===== src/rtl/tmr_pkg.sv =====
package tmr_pkg;

    typedef enum logic [1:0] {
        MD_CMP = 2'b00,
        MD_RSV = 2'b01,
        MD_PWM = 2'b10,
        MD_TMR = 2'b11
    } tmr_mode_e;

    typedef enum logic [1:0] {
        ST_IDLE  = 2'd0,
        ST_LOAD  = 2'd1,
        ST_COUNT = 2'd2,
        ST_PAUSE = 2'd3
    } tmr_state_e;

    typedef struct packed {
        logic       pause;
        logic [2:0] csel;
        logic       en;
        logic [2:0] rsv;
    } ctl0_t;

    typedef struct packed {
        tmr_mode_e  mode;
        logic [1:0] ofun;
        logic       init;
        logic       pol;
        logic       dpsel;
        logic       clrsel;
    } ctl1_t;

    localparam logic [2:0] ADR_CTL0  = 3'd0;
    localparam logic [2:0] ADR_CTL1  = 3'd1;
    localparam logic [2:0] ADR_A_LO  = 3'd2;
    localparam logic [2:0] ADR_A_HI  = 3'd3;
    localparam logic [2:0] ADR_P     = 3'd4;
    localparam logic [2:0] ADR_CNT_L = 3'd5;
    localparam logic [2:0] ADR_CNT_H = 3'd6;

endpackage


===== src/rtl/tmr_regs.sv =====
module tmr_regs
    import tmr_pkg::*;
#(
    parameter int CNT_W = 10,
    parameter int P_W   = 3
) (
    input  logic             clk,
    input  logic             rst_n,
    input  logic             we,
    input  logic [2:0]       addr,
    input  logic [7:0]       wdata,
    input  logic [CNT_W-1:0] cnt,
    output logic [7:0]       rdata,
    output ctl0_t            ctl0,
    output ctl1_t            ctl1,
    output logic [CNT_W-1:0] cmp_a,
    output logic [P_W-1:0]   cmp_p
);
    localparam int HI_W = CNT_W - 8;

    always_ff @(posedge clk or negedge rst_n) begin
        if (!rst_n) begin
            ctl0  <= '0;
            ctl1  <= '0;
            cmp_a <= '0;
            cmp_p <= '0;
        end else if (we) begin
            case (addr)
                ADR_CTL0: ctl0 <= ctl0_t'({wdata[7:3], 3'b000});
                ADR_CTL1: ctl1 <= ctl1_t'(wdata);
                ADR_A_LO: cmp_a[7:0] <= wdata;
                ADR_A_HI: cmp_a[CNT_W-1:8] <= wdata[HI_W-1:0];
                ADR_P:    cmp_p <= wdata[P_W-1:0];
                default:  ;
            endcase
        end
    end

    always_comb begin
        case (addr)
            ADR_CTL0:  rdata = ctl0;
            ADR_CTL1:  rdata = ctl1;
            ADR_A_LO:  rdata = cmp_a[7:0];
            ADR_A_HI:  rdata = {{(8-HI_W){1'b0}}, cmp_a[CNT_W-1:8]};
            ADR_P:     rdata = {{(8-P_W){1'b0}}, cmp_p};
            ADR_CNT_L: rdata = cnt[7:0];
            ADR_CNT_H: rdata = {{(8-HI_W){1'b0}}, cnt[CNT_W-1:8]};
            default:   rdata = 8'h00;
        endcase
    end

endmodule


===== src/rtl/tmr_tick.sv =====
module tmr_tick #(
    parameter int SYNC_N = 2
) (
    input  logic       clk,
    input  logic       rst_n,
    input  logic [2:0] csel,
    input  logic       tick_sys4,
    input  logic       tick_hs16,
    input  logic       tick_hs64,
    input  logic       tick_sub,
    input  logic       pin_async,
    output logic       tick
);
    logic [SYNC_N:0] chain;

    genvar g;
    generate
        for (g = 0; g <= SYNC_N; g++) begin : g_sync
            if (g == 0) begin : g_first
                always_ff @(posedge clk or negedge rst_n) begin
                    if (!rst_n) chain[0] <= 1'b0;
                    else        chain[0] <= pin_async;
                end
            end else begin : g_next
                always_ff @(posedge clk or negedge rst_n) begin
                    if (!rst_n) chain[g] <= 1'b0;
                    else        chain[g] <= chain[g-1];
                end
            end
        end
    endgenerate

    logic pin_rise, pin_fall;
    assign pin_rise =  chain[SYNC_N-1] & ~chain[SYNC_N];
    assign pin_fall = ~chain[SYNC_N-1] &  chain[SYNC_N];

    always_comb begin
        case (csel)
            3'b000:  tick = tick_sys4;
            3'b001:  tick = 1'b1;
            3'b010:  tick = tick_hs16;
            3'b011:  tick = tick_hs64;
            3'b100,
            3'b101:  tick = tick_sub;
            3'b110:  tick = pin_rise;
            default: tick = pin_fall;
        endcase
    end

endmodule


===== src/rtl/tmr_seq.sv =====
module tmr_seq
    import tmr_pkg::*;
(
    input  logic       clk,
    input  logic       rst_n,
    input  logic       en,
    input  logic       pause,
    output tmr_state_e st,
    output logic       load,
    output logic       run
);
    tmr_state_e st_d;

    always_ff @(posedge clk or negedge rst_n) begin
        if (!rst_n) st <= ST_IDLE;
        else        st <= st_d;
    end

    always_comb begin
        st_d = st;
        unique case (st)
            ST_IDLE:  if (en) st_d = ST_LOAD;
            ST_LOAD: begin
                if (!en)        st_d = ST_IDLE;
                else if (pause) st_d = ST_PAUSE;
                else            st_d = ST_COUNT;
            end
            ST_COUNT: begin
                if (!en)        st_d = ST_IDLE;
                else if (pause) st_d = ST_PAUSE;
            end
            ST_PAUSE: begin
                if (!en)         st_d = ST_IDLE;
                else if (!pause) st_d = ST_COUNT;
            end
            default: st_d = ST_IDLE;
        endcase
    end

    always_comb begin
        load = (st == ST_LOAD);
        run  = (st == ST_COUNT) || (st == ST_PAUSE);
    end

endmodule


===== src/rtl/tmr_core.sv =====
module tmr_core
    import tmr_pkg::*;
#(
    parameter int CNT_W = 10,
    parameter int P_W   = 3
) (
    input  logic             clk,
    input  logic             rst_n,
    input  ctl1_t            ctl1,
    input  logic [CNT_W-1:0] cmp_a,
    input  logic [P_W-1:0]   cmp_p,
    input  logic             load,
    input  logic             run,
    input  logic             en,
    input  logic             pause,
    input  logic             tick,
    output logic [CNT_W-1:0] cnt,
    output logic             pin,
    output logic             irq
);
    localparam int LO_W = CNT_W - P_W;

    logic [CNT_W-1:0] p_edge, p_top, tgt, duty, nxt;
    logic             use_a, step, hit, lvl;

    assign p_edge = {cmp_p, {LO_W{1'b0}}};
    assign p_top  = p_edge - 1'b1;
    assign use_a  = (ctl1.mode == MD_PWM) ? ctl1.dpsel : ctl1.clrsel;
    assign tgt    = use_a ? cmp_a : p_top;
    assign duty   = ctl1.dpsel ? p_edge : cmp_a;
    assign step   = run & en & ~pause & tick;
    assign hit    = (cnt == cmp_a);
    assign nxt    = (cnt == tgt) ? '0 : cnt + 1'b1;

    always_ff @(posedge clk or negedge rst_n) begin
        if (!rst_n)    cnt <= '0;
        else if (load) cnt <= '0;
        else if (step) cnt <= nxt;
    end

    always_ff @(posedge clk or negedge rst_n) begin
        if (!rst_n) irq <= 1'b0;
        else        irq <= step & hit;
    end

    always_ff @(posedge clk or negedge rst_n) begin
        if (!rst_n) begin
            lvl <= 1'b0;
        end else if (load) begin
            if (ctl1.mode == MD_CMP || ctl1.mode == MD_PWM) lvl <= ctl1.init;
        end else if (step) begin
            case (ctl1.mode)
                MD_CMP: begin
                    if (hit) begin
                        case (ctl1.ofun)
                            2'b01:   lvl <= 1'b0;
                            2'b10:   lvl <= 1'b1;
                            2'b11:   lvl <= ~lvl;
                            default: ;
                        endcase
                    end
                end
                MD_PWM:  lvl <= ctl1.ofun[1] ? (nxt < duty) : ctl1.ofun[0];
                default: ;
            endcase
        end
    end

    assign pin = lvl ^ ctl1.pol;

endmodule


===== src/rtl/ctr_out_timer.sv =====
module ctr_out_timer
    import tmr_pkg::*;
#(
    parameter int CNT_W  = 10,
    parameter int P_W    = 3,
    parameter int SYNC_N = 2
) (
    input  logic       clk,
    input  logic       rst_n,
    input  logic       reg_we,
    input  logic [2:0] reg_addr,
    input  logic [7:0] reg_wdata,
    output logic [7:0] reg_rdata,
    input  logic       tick_sys4_i,
    input  logic       tick_hs16_i,
    input  logic       tick_hs64_i,
    input  logic       tick_sub_i,
    input  logic       ext_clk_i,
    output logic       tmr_pin_o,
    output logic       tmr_irq_o
);
    ctl0_t            ctl0_w;
    ctl1_t            ctl1_w;
    logic [CNT_W-1:0] cmp_a_w, cnt_w;
    logic [P_W-1:0]   cmp_p_w;
    logic             tick_w, load_w, run_w;
    tmr_state_e       st_w;

    tmr_regs #(.CNT_W(CNT_W), .P_W(P_W)) u_regs (
        .clk(clk), .rst_n(rst_n), .we(reg_we), .addr(reg_addr),
        .wdata(reg_wdata), .cnt(cnt_w), .rdata(reg_rdata),
        .ctl0(ctl0_w), .ctl1(ctl1_w), .cmp_a(cmp_a_w), .cmp_p(cmp_p_w)
    );

    tmr_tick #(.SYNC_N(SYNC_N)) u_tick (
        .clk(clk), .rst_n(rst_n), .csel(ctl0_w.csel),
        .tick_sys4(tick_sys4_i), .tick_hs16(tick_hs16_i),
        .tick_hs64(tick_hs64_i), .tick_sub(tick_sub_i),
        .pin_async(ext_clk_i), .tick(tick_w)
    );

    tmr_seq u_seq (
        .clk(clk), .rst_n(rst_n), .en(ctl0_w.en), .pause(ctl0_w.pause),
        .st(st_w), .load(load_w), .run(run_w)
    );

    tmr_core #(.CNT_W(CNT_W), .P_W(P_W)) u_core (
        .clk(clk), .rst_n(rst_n), .ctl1(ctl1_w), .cmp_a(cmp_a_w),
        .cmp_p(cmp_p_w), .load(load_w), .run(run_w), .en(ctl0_w.en),
        .pause(ctl0_w.pause), .tick(tick_w), .cnt(cnt_w),
        .pin(tmr_pin_o), .irq(tmr_irq_o)
    );

endmodule


===== config.mk =====
export PLATFORM = sky130hd
export DESIGN_NAME = ctr_out_timer
export DESIGN_NICKNAME = d
export VERILOG_FILES = /design/src/rtl/tmr_pkg.sv /design/src/rtl/tmr_regs.sv /design/src/rtl/tmr_tick.sv /design/src/rtl/tmr_seq.sv /design/src/rtl/tmr_core.sv /design/src/rtl/ctr_out_timer.sv
export SDC_FILE = /design/constraint.sdc
export NUM_CORES = 1
export LEC_CHECK = 0
export ABC_AREA = 0
export CAP_MARGIN = 20
export CORE_MARGIN = 2
export CORE_UTILIZATION = 50
export DETAILED_ROUTE_END_ITERATION = 8
export PLACE_DENSITY = 0.71
export SYNTH_ARGS = -nofsm -noshare
export SYNTH_HDL_FRONTEND = slang
export SYNTH_SLANG_ARGS = --single-unit

===== constraint.sdc =====
create_clock -name clk -period 4.9 [get_ports clk]
set_clock_uncertainty 0.1 [all_clocks]
set_input_delay 0.735 -clock clk [delete_from_list [all_inputs] [get_ports clk]]
set_output_delay 0.735 -clock clk [all_outputs]
set_load 0.02 [all_outputs]

-- After elaboration in Yosys (flattened, before gate mapping)
Cells that the tools add are included.
- equal/unequal tests: 27
- reductions and logical operators: 16
- add/sub/neg operators: 2
- muxes and demuxes: 23
- magnitude comparators: 1
- bitwise operators: 11
- operators by type and width (operator ; count):
    $pmux W8 S7 ; 1
    $mux W10 ; 5
    $eq A10 B10 Y1 ; 2
    $eq A3 B3 Y1 const B ; 6
    $eq A3 B2 Y1 const B ; 4
    $mux W2 ; 6
    $add A10 B1 Y10 const B ; 1
    $eq A2 B2 Y1 const B ; 5
    $lt A10 B10 Y1 ; 1
    $reduce_and A2 Y1 ; 5
    $sub A10 B1 Y10 const B ; 1
    $pmux W2 S4 ; 1
    $mux W1 ; 7
    $and A1 B1 Y1 ; 6
    $eq A3 B1 Y1 const B ; 2
    $logic_not A3 Y1 ; 2
    $ne A3 B3 Y1 const B ; 2
    $pmux W1 S6 ; 1
    $ne A5 B5 Y1 const B ; 1
    $reduce_and A5 Y1 ; 1
    $eq A2 B1 Y1 const B ; 2
    $logic_not A2 Y1 ; 2
    $not A1 Y1 ; 4
    $ne A3 B2 Y1 const B ; 1
    other kinds (10) ; 11
- input bits: 19
- word-level logic and storage cells: 99
- register bits: 43

-- Depth between registers and ports, before layout
- depth after elaboration: 10
- gate-level depth with buffers: 16
- mapped depth without buffers: 15

-- Cells and area by module
A second synthesis with hierarchy kept.
- cell total of the unflattened synthesis: 303
- area total of the unflattened synthesis: 3030.4 sq um
- modules (own cells, without submodules) (module ; instances ; cells each ; area an instance (sq um)):
    tmr_core ; 1 ; 183 ; 1460.2
    tmr_regs ; 1 ; 102 ; 1356.3
    tmr_tick ; 1 ; 11 ; 133.9
    tmr_seq ; 1 ; 7 ; 80.1

-- Worst setup path before layout
No wires, ideal clock.
- path kind: register to register
- from: reg u_core.cnt[8]
- to: reg u_core.lvl
- clock period less this slack: 3.429 ns
- required time: 4.673 ns
- setup time: 0.127 ns
- path slack: 1.471 ns
- stages on the path, launching flop included: 15
- arrival time: 3.203 ns
- cells stage by stage: dfrtp_1 > buf_2 > xor2_1 > nor4_1 > nand3_1 > a2111oi_4 > buf_2 > nor2_1 > ha_1 > nand4_1 > or3_1 > o211ai_1 > nand3_1 > o211ai_1 > nand3_1
- longest elaborated chain between the ends: 7
- elaborated cells between the ends (all ways): 11
- RTL lines (element ; RTL line ; RTL):
    start: declaration ; tmr_core.sv:17 ; output logic [CNT_W-1:0] cnt,
    start signal: assignment ; tmr_core.sv:38 ; else if (step) cnt <= nxt;
    $add A10 B1 Y10 / $eq A10 B10 Y1 (equally long branches) ; tmr_core.sv:33 ; assign nxt = (cnt == tgt) ? '0 : cnt + 1'b1;
    $mux W10 ; tmr_core.sv:33 ;
    $lt A10 B10 Y1 ; tmr_core.sv:63 ; MD_PWM: lvl <= ctl1.ofun[1] ? (nxt < duty) : ctl1.ofun[0];
    $mux W1 ; tmr_core.sv:63 ;
    $pmux W1 S2 ; tmr_core.sv:52 ; case (ctl1.mode)
    $mux W1 ; tmr_core.sv:51 ; end else if (step) begin
    $mux W1 ; tmr_core.sv:49 ; end else if (load) begin
    end signal: assignment ; tmr_core.sv:50 ; if (ctl1.mode == MD_CMP || ctl1.mode == MD_PWM) lvl <= ctl1.init;
    end signal: assignment ; tmr_core.sv:58 ; 2'b11: lvl <= ~lvl;
    end signal: assignment ; tmr_core.sv:63 ;
    end: declaration ; tmr_core.sv:24 ; logic use_a, step, hit, lvl;
Parallel ways exist; a longest one is shown, timed or not. The select of a mux whose other input is x is not followed.
A chain may end at the register's enable or synchronous reset.

-- Final worst setup path
- from: in reg_addr[2]
- to: out reg_rdata[3]
- longest elaborated chain between the ends: 2
- elaborated cells between the ends (all ways): 8
- RTL lines (element ; RTL line ; RTL):
    start: declaration ; ctr_out_timer.sv:11 ; input logic [2:0] reg_addr,
    $eq A3 B3 Y1 (tied with other cells) ; tmr_regs.sv:40 ; case (addr)
    $pmux W8 S7 * ; tmr_regs.sv:40 ;
    end: declaration ; ctr_out_timer.sv:13 ; output logic [7:0] reg_rdata,
Mark *: on every way between the ends. The rest lies on a longest branch, timed or not.

==> results.md <==
- Pin count of the biggest net entering global routing: 44
- Critical Path Source Type: input pin
- I/O Buffers: 28
- Slowest CP cell: clkdlybuf4s50_1
- IO Pins: 29
- Final setup violation count: 0
- F_max: 264 MHz
- Post-cts sizing count: 0
- Status: complete, no violations
- Starting Density: 0.520
- Post-route ant nets: 0
- TritonCTS clock tree: yes
- H-tree depth: 2
- Primary FF master, synth: dfrtp_1
- DP Wirelength: 4.99 mm
- Setup crit end kind: output pin
- Final min period: 3.79 ns
- Via count: 2294
- GRT Resource Usage Total: 0.233
- GP Congestion: 0.852
- Global-route wire length before repair: 11.4 mm
- Psw: 0.000514 W
- Max Cap Viol: 0
- Leading cell types by total area after synthesis: dfrtp_1 37%, mux2_2 9.8%, ha_1 5.6%
- Avg WL per Cell: 16.8 um
- Routed wire length: 6.61 mm
- Layout Nets: 353
- Initial antenna violation count: 0
- R2R Setup Slk: 1.16 ns
- Pre-Repair DR Iteration Count: 5
- Final setup TNS: 0 ns
- Die span in x: 79.9 um
- Final hold violation count: 0
- CP required: 4.07 ns
- Max rail drop VDD: 0.000200 V
- CTS hold repair buffers: 0
- Top cell type's share of synthesized area: 0.373
- Worst Setup SP: reg_addr[2]
- Synth Cell Area: 0.00288 sq mm
- Unique masters post-synth: 49
- CTS Sinks: 43
- Sw frac: 0.364
- Synthesis-stage register bit count: 43
- Area of the die: 0.00639 sq mm
- Ant diodes: 0
- Internal cell power: 0.000901 W
- Critical Path AT: 2.96 ns
- Share of power burned in registers: 0.397
- P per Cell Area: 423 mW/mm^2
- Static Leak: 1.38 nW
- Root buf cell: clkbuf_8
- Slew @ Worst Pin: 0.859 ns
- Commonest cells post-synth: 43 x dfrtp_1, 25 x mux2_2, 22 x nand2_1, 17 x nor2_1, 17 x o21ai_0
- Number of global-route vias before repair: 2282
- Share of layout cells above drive strength 1: 0.130
- Post-Syn Nets: 333
- Logic pwr share: 0.361
- Synth async-reset ratio: 1.00
- Fin. max-slew vios: 0
- Synthesis-to-layout area growth: 16.1%
- Placed cell count: 385
- Type of the worst setup path: input pin to output pin
- Syn Area/Cell: 9.58 sq um
- Part of the cycle the worst path needs: 0.774
- R2R depth: 13
- Most common cell in the netlist: dfrtp_1
- Rel. slew slack: 0.425
- Register area share after synthesis: 0.373
- Die height: 79.9 um
- RSZ-0062 raised after global routing: no
- Total gr overflow: 0
- Reg2reg end: u_core.lvl
- Hold crit path type: input pin to async pin
- Worst-Skew Late Latency: 0.31 ns
- CTS Buffer Depth: 2
- Clock Power Share: 0.243
- Worst setup path endpoint: reg_rdata[3]
- Iter 0 DRT Violations: 128
- Core area: 0.00554 sq mm
- CP cell instances: clkdlybuf4s50_1 -> nor2_1 -> a22oi_1 -> o21ai_0 -> clkdlybuf4s50_1
- Total CTS buffers: 5
- Synthesized instance count: 301
- Worst-path clk slew: 0.09 ns
- Layout Cells excl Fill: 394
- Vias/cell: 5.82
- Area leader, netlist: dfrtp_1
- Cell mode on critical path: clkdlybuf4s50_1
- Post-CTS setup buffer count: 0
- DRC: 0
- Worst stage delay on the critical path: 0.75 ns
- Row count: 27
- Yosys warnings: 0
- # fillers: 516
- Crit Path Max Fanout: 19
- Number of synthesized flops with an enable pin: 0
- Reg2reg start: u_core.cnt[8]
worst min path at each step:
stage	to	slack (ns)	start	cells past startpoint
2_1_floorplan	u_tick.chain[1]	0.23	u_tick.chain[0]	0
3_3_place_gp	u_tick.chain[1]	0.24	u_tick.chain[0]	0
3_5_place_dp	u_tick.chain[1]	0.25	u_tick.chain[0]	0
4_1_cts	u_tick.chain[1]	0.28	u_tick.chain[0]	0
5_1_grt	u_core.cnt[5]	0.27	rst_n	1
6_report	u_core.cnt[5]	0.24	rst_n	1
critical path: cells and delay by family:
kind                   cells  cell delay [ns]
and+or+nand+nor            1             0.46
buffers and inverters      2             1.40
AOI/OAI and AO/OA          2             0.36
cells by family (layout without fill, tap and decap cells):
logic type,count (synthesis),in the layout,share of synthesized area
AO/OA/AOI/OAI,64,64,0.156
adder cells (fa/ha/maj),13,13,0.0564
AND/OR/NAND/NOR,96,96,0.176
multiplexers,34,34,0.135
buffers and inverters,32,53,0.0456
flip-flops,43,43,0.373
XOR/XNOR,19,19,0.0577
placed cells by master, fill, tap and decap left out, drive strengths merged, types with 5 or more instances in the layout:
cell type      count
nor2              17
mux2i              7
nand2             22
nand3             10
xnor2              6
inv               14
nor2b              6
xor2              13
nand2b            12
buf                5
o21ai             18
clkdlybuf4s50     27
nor3b              5
dfrtp             43
nor3               8
ha                13
a21oi              9
a22oi              6
clkbuf             5
mux2              26
final cells by class:
class	count	area, sq um	share of cell area
inverters	13	48.8	0.0146
clock inverters	3	71.3	0.0213
multi-input cells	226	1680	0.500
well taps	72	90.1	0.0269
flip-flops and latches	43	1080	0.321
clock buffers	5	68.8	0.0206
repair buffers	32	318	0.0949
metal layers:
layer | GRT usage | wire length, um
met4 | 0.0797 | 44
met5 | 0 | 0
met2 | 0.365 | 3080
met1 | 0.329 | 3070
met3 | 0.0328 | 406
state kept, by name (all words and copies together) (netlist names), 2 cells and up:
signal and flops:
u_tick.chain 3, u_core.cnt 10, u_regs.cmp_p 3, u_regs.ctl1 8, u_regs.ctl0 5, u_seq.st 2, u_regs.cmp_a 10
power groups by stage:
| stage | clock, W | combinational, W | sequential, W |
|---|---|---|---|
| floorplan | 0 | 0.000419 | 0.000496 |
| global placement | 0 | 0.000499 | 0.000565 |
| detailed placement | 0 | 0.000507 | 0.000568 |
| CTS | 0.000350 | 0.000512 | 0.000560 |
| global route | 0.000365 | 0.000578 | 0.000577 |
| finish | 0.000344 | 0.000510 | 0.000561 |
metrics by stage:
| stage | cell area [sq um] | hold slack [ns] | total power (W) | utilization | setup WS, ns |
|---|---|---|---|---|---|
| after floorplan | 2880 | 0.231 | 0.000915 | - | 1.47 |
| after global placement | 3190 | 0.243 | 0.00106 | 0.575 | 1.19 |
| after detailed placement | 3190 | 0.248 | 0.00108 | 0.575 | 1.14 |
| after CTS | 3330 | 0.282 | 0.00142 | 0.601 | 1.10 |
| after global routing | 3350 | 0.269 | 0.00152 | 0.604 | 0.847 |
| final | 3350 | 0.237 | 0.00142 | 0.604 | 1.11 |
Power figures use the tool's default switching activity.
